$ cat src/rtl/llsc_pkg.sv
package llsc_pkg;

  typedef enum logic [1:0] {
    OP_LD = 2'd0,
    OP_LL = 2'd1,
    OP_SC = 2'd2,
    OP_ST = 2'd3
  } llsc_op_e;

  typedef struct packed {
    logic ld;
    logic ll;
    logic sc;
    logic st;
  } llsc_kind_t;

endpackage

$ cat src/rtl/llsc_req_decode.sv
module llsc_req_decode
  import llsc_pkg::*;
(
  input  logic       req_valid,
  input  logic [1:0] req_op,
  output llsc_kind_t kind
);

  always_comb begin
    kind = '0;
    if (req_valid) begin
      unique case (llsc_op_e'(req_op))
        OP_LD: kind.ld = 1'b1;
        OP_LL: kind.ll = 1'b1;
        OP_SC: kind.sc = 1'b1;
        OP_ST: kind.st = 1'b1;
        default: kind = '0;
      endcase
    end
  end

endmodule

$ cat src/rtl/llsc_resv_reg.sv
module llsc_resv_reg
  import llsc_pkg::*;
#(
  parameter int ID_W    = 3,
  parameter int ADDR_W  = 6,
  parameter int TIMEOUT = 256,
  localparam int CNT_W  = (TIMEOUT > 1) ? $clog2(TIMEOUT) : 1
) (
  input  logic              clk,
  input  logic              rst_n,
  input  llsc_kind_t        kind,
  input  logic [ID_W-1:0]   req_id,
  input  logic [ADDR_W-1:0] req_addr,
  output logic              resv_valid,
  output logic [ID_W-1:0]   resv_id,
  output logic [ADDR_W-1:0] resv_addr,
  output logic [CNT_W-1:0]  resv_count,
  output logic              ll_accept,
  output logic              ll_refuse,
  output logic              sc_pass,
  output logic              sc_fail,
  output logic              st_kill,
  output logic              tmo_fire
);

  // Reservation has aged to its last live cycle.
  function automatic logic at_limit(input logic [CNT_W-1:0] cnt);
    return cnt == CNT_W'(TIMEOUT - 1);
  endfunction

  // Requester owns the reservation at this address.
  function automatic logic owner_match(input logic v,
                                       input logic [ID_W-1:0] rid,
                                       input logic [ADDR_W-1:0] raddr,
                                       input logic [ID_W-1:0] id,
                                       input logic [ADDR_W-1:0] addr);
    return v && (rid == id) && (raddr == addr);
  endfunction

  logic slot_free;

  assign tmo_fire  = resv_valid && at_limit(resv_count);
  assign slot_free = !resv_valid || tmo_fire;
  assign ll_accept = kind.ll && slot_free;
  assign ll_refuse = kind.ll && !slot_free;
  assign sc_pass   = kind.sc && owner_match(resv_valid, resv_id, resv_addr, req_id, req_addr);
  assign sc_fail   = kind.sc && !sc_pass;
  assign st_kill   = kind.st && resv_valid && (resv_addr == req_addr);

  always_ff @(posedge clk) begin
    if (!rst_n) begin
      resv_valid <= 1'b0;
      resv_id    <= '0;
      resv_addr  <= '0;
      resv_count <= '0;
    end else if (sc_pass || st_kill) begin
      resv_valid <= 1'b0;
      resv_count <= '0;
    end else if (ll_accept) begin
      resv_valid <= 1'b1;
      resv_id    <= req_id;
      resv_addr  <= req_addr;
      resv_count <= '0;
    end else if (tmo_fire) begin
      resv_valid <= 1'b0;
      resv_count <= '0;
    end else if (resv_valid) begin
      resv_count <= resv_count + 1'b1;
    end
  end

endmodule

$ cat src/rtl/llsc_word_store.sv
module llsc_word_store #(
  parameter int ADDR_W = 6,
  parameter int DATA_W = 16,
  localparam int DEPTH = 1 << ADDR_W
) (
  input  logic              clk,
  input  logic              rst_n,
  input  logic              we,
  input  logic [ADDR_W-1:0] addr,
  input  logic [DATA_W-1:0] wdata,
  output logic [DATA_W-1:0] rdata
);

  logic [DATA_W-1:0] words [DEPTH];

  assign rdata = words[addr];

  always_ff @(posedge clk) begin
    if (!rst_n) begin
      for (int k = 0; k < DEPTH; k++) words[k] <= '0;
    end else if (we) begin
      words[addr] <= wdata;
    end
  end

endmodule

$ cat src/rtl/llsc_home_unit.sv
module llsc_home_unit
  import llsc_pkg::*;
#(
  parameter int ID_W    = 3,
  parameter int ADDR_W  = 6,
  parameter int DATA_W  = 16,
  parameter int TIMEOUT = 256,
  localparam int CNT_W  = (TIMEOUT > 1) ? $clog2(TIMEOUT) : 1
) (
  input  logic              clk,
  input  logic              rst_n,
  input  logic              req_valid,
  input  logic [1:0]        req_op,
  input  logic [ID_W-1:0]   req_id,
  input  logic [ADDR_W-1:0] req_addr,
  input  logic [DATA_W-1:0] req_wdata,
  output logic              rsp_valid,
  output logic [ID_W-1:0]   rsp_id,
  output logic [1:0]        rsp_op,
  output logic [DATA_W-1:0] rsp_rdata,
  output logic              rsp_sc_ok,
  output logic              mem_we,
  output logic [ADDR_W-1:0] mem_addr,
  output logic [DATA_W-1:0] mem_wdata
);

  llsc_kind_t        kind;
  logic              resv_valid;
  logic [ID_W-1:0]   resv_id;
  logic [ADDR_W-1:0] resv_addr;
  logic [CNT_W-1:0]  resv_count;
  logic              ll_accept, ll_refuse, sc_pass, sc_fail, st_kill, tmo_fire;
  logic [DATA_W-1:0] rd_word;

  llsc_req_decode u_decode (
    .req_valid (req_valid),
    .req_op    (req_op),
    .kind      (kind)
  );

  llsc_resv_reg #(.ID_W(ID_W), .ADDR_W(ADDR_W), .TIMEOUT(TIMEOUT)) u_resv (
    .clk        (clk),
    .rst_n      (rst_n),
    .kind       (kind),
    .req_id     (req_id),
    .req_addr   (req_addr),
    .resv_valid (resv_valid),
    .resv_id    (resv_id),
    .resv_addr  (resv_addr),
    .resv_count (resv_count),
    .ll_accept  (ll_accept),
    .ll_refuse  (ll_refuse),
    .sc_pass    (sc_pass),
    .sc_fail    (sc_fail),
    .st_kill    (st_kill),
    .tmo_fire   (tmo_fire)
  );

  assign mem_we    = kind.st || sc_pass;
  assign mem_addr  = req_addr;
  assign mem_wdata = req_wdata;

  llsc_word_store #(.ADDR_W(ADDR_W), .DATA_W(DATA_W)) u_store (
    .clk   (clk),
    .rst_n (rst_n),
    .we    (mem_we),
    .addr  (req_addr),
    .wdata (req_wdata),
    .rdata (rd_word)
  );

  always_ff @(posedge clk) begin
    if (!rst_n) begin
      rsp_valid <= 1'b0;
      rsp_id    <= '0;
      rsp_op    <= '0;
      rsp_rdata <= '0;
      rsp_sc_ok <= 1'b0;
    end else begin
      rsp_valid <= req_valid;
      rsp_id    <= req_valid ? req_id : '0;
      rsp_op    <= req_valid ? req_op : '0;
      rsp_rdata <= (kind.ld || kind.ll) ? rd_word : '0;
      rsp_sc_ok <= sc_pass;
    end
  end

endmodule

$ cat config.mk
export PLATFORM = sky130hd
export DESIGN_NAME = llsc_home_unit
export DESIGN_NICKNAME = d
export VERILOG_FILES = /design/src/rtl/llsc_pkg.sv /design/src/rtl/llsc_req_decode.sv /design/src/rtl/llsc_resv_reg.sv /design/src/rtl/llsc_word_store.sv /design/src/rtl/llsc_home_unit.sv
export SDC_FILE = /design/constraint.sdc
export NUM_CORES = 1
export LEC_CHECK = 0
export ABC_CLOCK_PERIOD_IN_PS = 2900
export BUFFER_PORTS_ARGS = -buffer_cell sky130_fd_sc_hd__buf_2
export CORE_MARGIN = 2
export CORE_UTILIZATION = 46
export DETAILED_ROUTE_END_ITERATION = 8
export SLEW_MARGIN = 5
export SYNTH_ARGS = -nofsm -noshare
export SYNTH_HDL_FRONTEND = slang
export SYNTH_SLANG_ARGS = --single-unit
$ cat constraint.sdc
create_clock -name clk -period 2.9 [get_ports clk]
set_input_delay 0.29 -clock clk [delete_from_list [all_inputs] [get_ports clk]]
set_output_delay 0.29 -clock clk [all_outputs]
set_load 0.1 [all_outputs]
==> impl_metrics.json <==
{
  "status": "finished, final reports clean",
  "tritoncts": "built",
  "grt_pass1_vias": 31538,
  "cp_top_family": "buffers and inverters",
  "seqCellArea_sq_mm": 0.03157,
  "r2r_start": "u_resv.resv_id[1]",
  "routedWlPerCell_microns": 29.90,
  "drc": 0,
  "grt.total_usage": 0.2918,
  "cellPowerDensity_mw_per_mm2": 617.2,
  "arrival_ps": 3090,
  "synth_top_area_cell": "edfxtp_1",
  "synth.net_count": 3745,
  "cp-endpoint": "u_store.words[11][9]",
  "endpoint_kind": "register",
  "multi_input_area_sq_mm": 0.01566,
  "die_w_microns": 330.4,
  "vias": 32957,
  "crit_chain": "xor2_1 -> nor4_2 -> nand4_2 -> buf_4 -> a2111oi_4 -> buf_12 -> buf_12 -> nand2_1 -> nand2_1 -> buf_4",
  "grt_pass1_wl_microns": 227000,
  "cp_slowest_stage_delay_ps": 360,
  "drt-total-wl_microns": 160900,
  "cp.depth": 10,
  "yosysMostFrequentCell": "edfxtp_1",
  "finalSetupTns_ps": 0,
  "tightest_slew_ps": 1078,
  "io_buffers": 75,
  "antenna_found_initial": 12,
  "drive_gt1_frac": 0.1971,
  "nets": 3927,
  "max-vdd-ir-drop_mv": 0.4508,
  "max_freq_mhz": 371.0,
  "cts_root_buf": "clkbuf_16",
  "yosys_warnings": 0,
  "core-area_sq_mm": 0.1054,
  "async_flop_share": 0,
  "synthTopCellsByCount": "1,024 x edfxtp_1, 775 x and2_1, 308 x clkbuf_1",
  "rsz0062_at_grt": "no",
  "insertion_delay_ps": 700,
  "worst-path-buf-inv": 4,
  "die_h_microns": 330.4,
  "yosysSeqAreaShare": 0.6441,
  "p_leak_nw": 21.75,
  "cap_violations": 0,
  "cts_made_buffers": 110,
  "drt_iter0_drc": 4434,
  "syn-cell-area_sq_mm": 0.04902,
  "ant_nets": 0,
  "synth_top_area_share": 0.6273,
  "grt.overflow.total": 0,
  "crit_path_top_delay_cell": "nor4_2",
  "ys.flop_type": "edfxtp_1",
  "cp_max_fo": 24,
  "maxSlewHeadroom": 0.2814,
  "area_delta_synth_final_pct": 16.32,
  "firstDrtPassIters": 8,
  "viasPerCell": 6.125,
  "hold_class": "in -> reg",
  "cp.required_ps": 3290,
  "setup_viol": 0,
  "initial_utilization": 0.4650,
  "placed_cells": 5157,
  "clk_path_buf_depth": 3,
  "fillers": 8665,
  "ys_ff_latch": 1065,
  "final_hold_viol_count": 0,
  "period_share": 0.9294,
  "rows": 119,
  "avgSynthCellArea_sq_um": 13.20,
  "power_mw": 35.19,
  "pin_count": 76,
  "cts.clk_slew.worst_paths_ps": 60,
  "clock_sinks": 1065,
  "dp_worst_setup_slack_ps": -244.0,
  "synth.distinct_cells": 68,
  "die-area_sq_mm": 0.1092,
  "rr_worst_depth": 10,
  "worst_slack_ps": 204.6,
  "synth_edf_count": 1024,
  "hpwl_microns": 104600,
  "place.gp.congestion": 0.9031,
  "grt_max_degree": 65,
  "netlist_instances": 3714,
  "r2r-end": "u_store.words[11][9]",
  "min_period_ps": 2695,
  "cp-startpoint": "u_resv.resv_id[1]",
  "slew_violations": 0,
  "r2r_slack_ps": 200,
  "yosys-top-cells-area": "edfxtp_1 63%, and2_1 9.9%, a221oi_1 3.7%, and3_1 3.4%, clkbuf_1 2.4%",
  "worstSetupStartpointType": "register",
  "htreeDepth": 3,
  "worstSetupPathType": "reg -> reg",
  "skew_ps": 30.15,
  "fin_cells": 5381
}
[cell type report]
cell class | count | area share
antenna | 3 | 0.0001317
clock buffer | 143 | 0.05245
tap | 1391 | 0.03053
sequential | 1065 | 0.5537
multi-input combinational | 2217 | 0.2747
inverter | 5 | 0.0003292
clock inverter | 60 | 0.009392
timing repair buffer | 497 | 0.07880
[how the worst min path moves through the flow]
stage                              start                    end  slack, ps  cells after the start
finish                       req_addr[0]    u_resv.resv_addr[0]         70                      3
global route               req_wdata[14]  u_store.words[29][14]        100                      2
CTS                          req_addr[0]    u_resv.resv_addr[0]         30                      3
detailed placement  u_resv.resv_count[5]   u_resv.resv_count[5]        510                      2
global placement    u_resv.resv_count[6]   u_resv.resv_count[6]        490                      2
floorplan                      req_op[1]              rsp_op[1]        420                      2
[metal layers]
layer  vias up  track usage  share of wire
li1      14215            -              -
met1     16728       0.4043           0.40
met2      1696       0.4499           0.46
met3       310      0.06186           0.10
met4         8       0.1172          0.040
met5         -            0        0.00032
[placed cells by master (no fill, tap or decap), types with 26 or more instances in the layout]
cell,instances
buf_2,70
buf_12,71
nor2_1,136
dfxtp_1,41
mux2i_1,111
o21ai_0,98
a22oi_1,105
edfxtp_1,1024
and3_1,265
and2_1,773
a21oi_1,38
a221oi_1,208
mux2_2,32
clkbuf_16,114
nor3_4,44
nand2_1,80
buf_4,346
o22ai_1,46
nand2b_1,53
clkinv_2,26
[power breakdown]
group          switching, mW  internal [mW]
combinational           2.29          0.988
sequential             0.247           17.6
clock                   5.99           8.10
total                   8.53           26.7
[state kept, by name (all words and copies together), names as in the netlist]
signal             cells
u_store.words       1024
rsp_op                 2
u_resv.resv_valid      1
u_resv.resv_count      8
rsp_sc_ok              1
rsp_rdata             16
rsp_valid              1
u_resv.resv_addr       6
u_resv.resv_id         3
rsp_id                 3
[worst register-to-register path: stages (launching register included)]
cell and delay [ps]:
dfxtp_1 320, xor2_1 170, nor4_2 360, nand4_2 170, buf_4 190, a2111oi_4 370, buf_12 240, buf_12 210
nand2_1 80, nand2_1 90, buf_4 210
[per-stage QoR]
stage / hold slack (ps) / util / cell area (sq um)
2_1_floorplan: 419.4 / - / 49020
3_3_place_gp: 494.7 / 0.5056 / 53300
3_5_place_dp: 507.2 / 0.5056 / 53300
4_1_cts: 31.49 / 0.5397 / 56900
5_1_grt: 101.2 / 0.5408 / 57010
6_report: 65.97 / 0.5409 / 57020
[timing repair]
item,CTS,global route
setup endpoints to repair,0,14
hold buffers,7,0
gates resized for setup,0,0
endpoints found under the hold margin,10,0
setup buffers,0,10
[logic make-up after synthesis]
family          count (synthesis)  synth area share
flops                        1065            0.6441
buf+inv                       432           0.03847
fa+ha+maj                       1         0.0002552
compound gates                605           0.09225
mux                           165           0.04013
xor+xnor                       16          0.002859
simple gates                 1430            0.1820
Note: power is estimated with default switching activity, not from simulation.
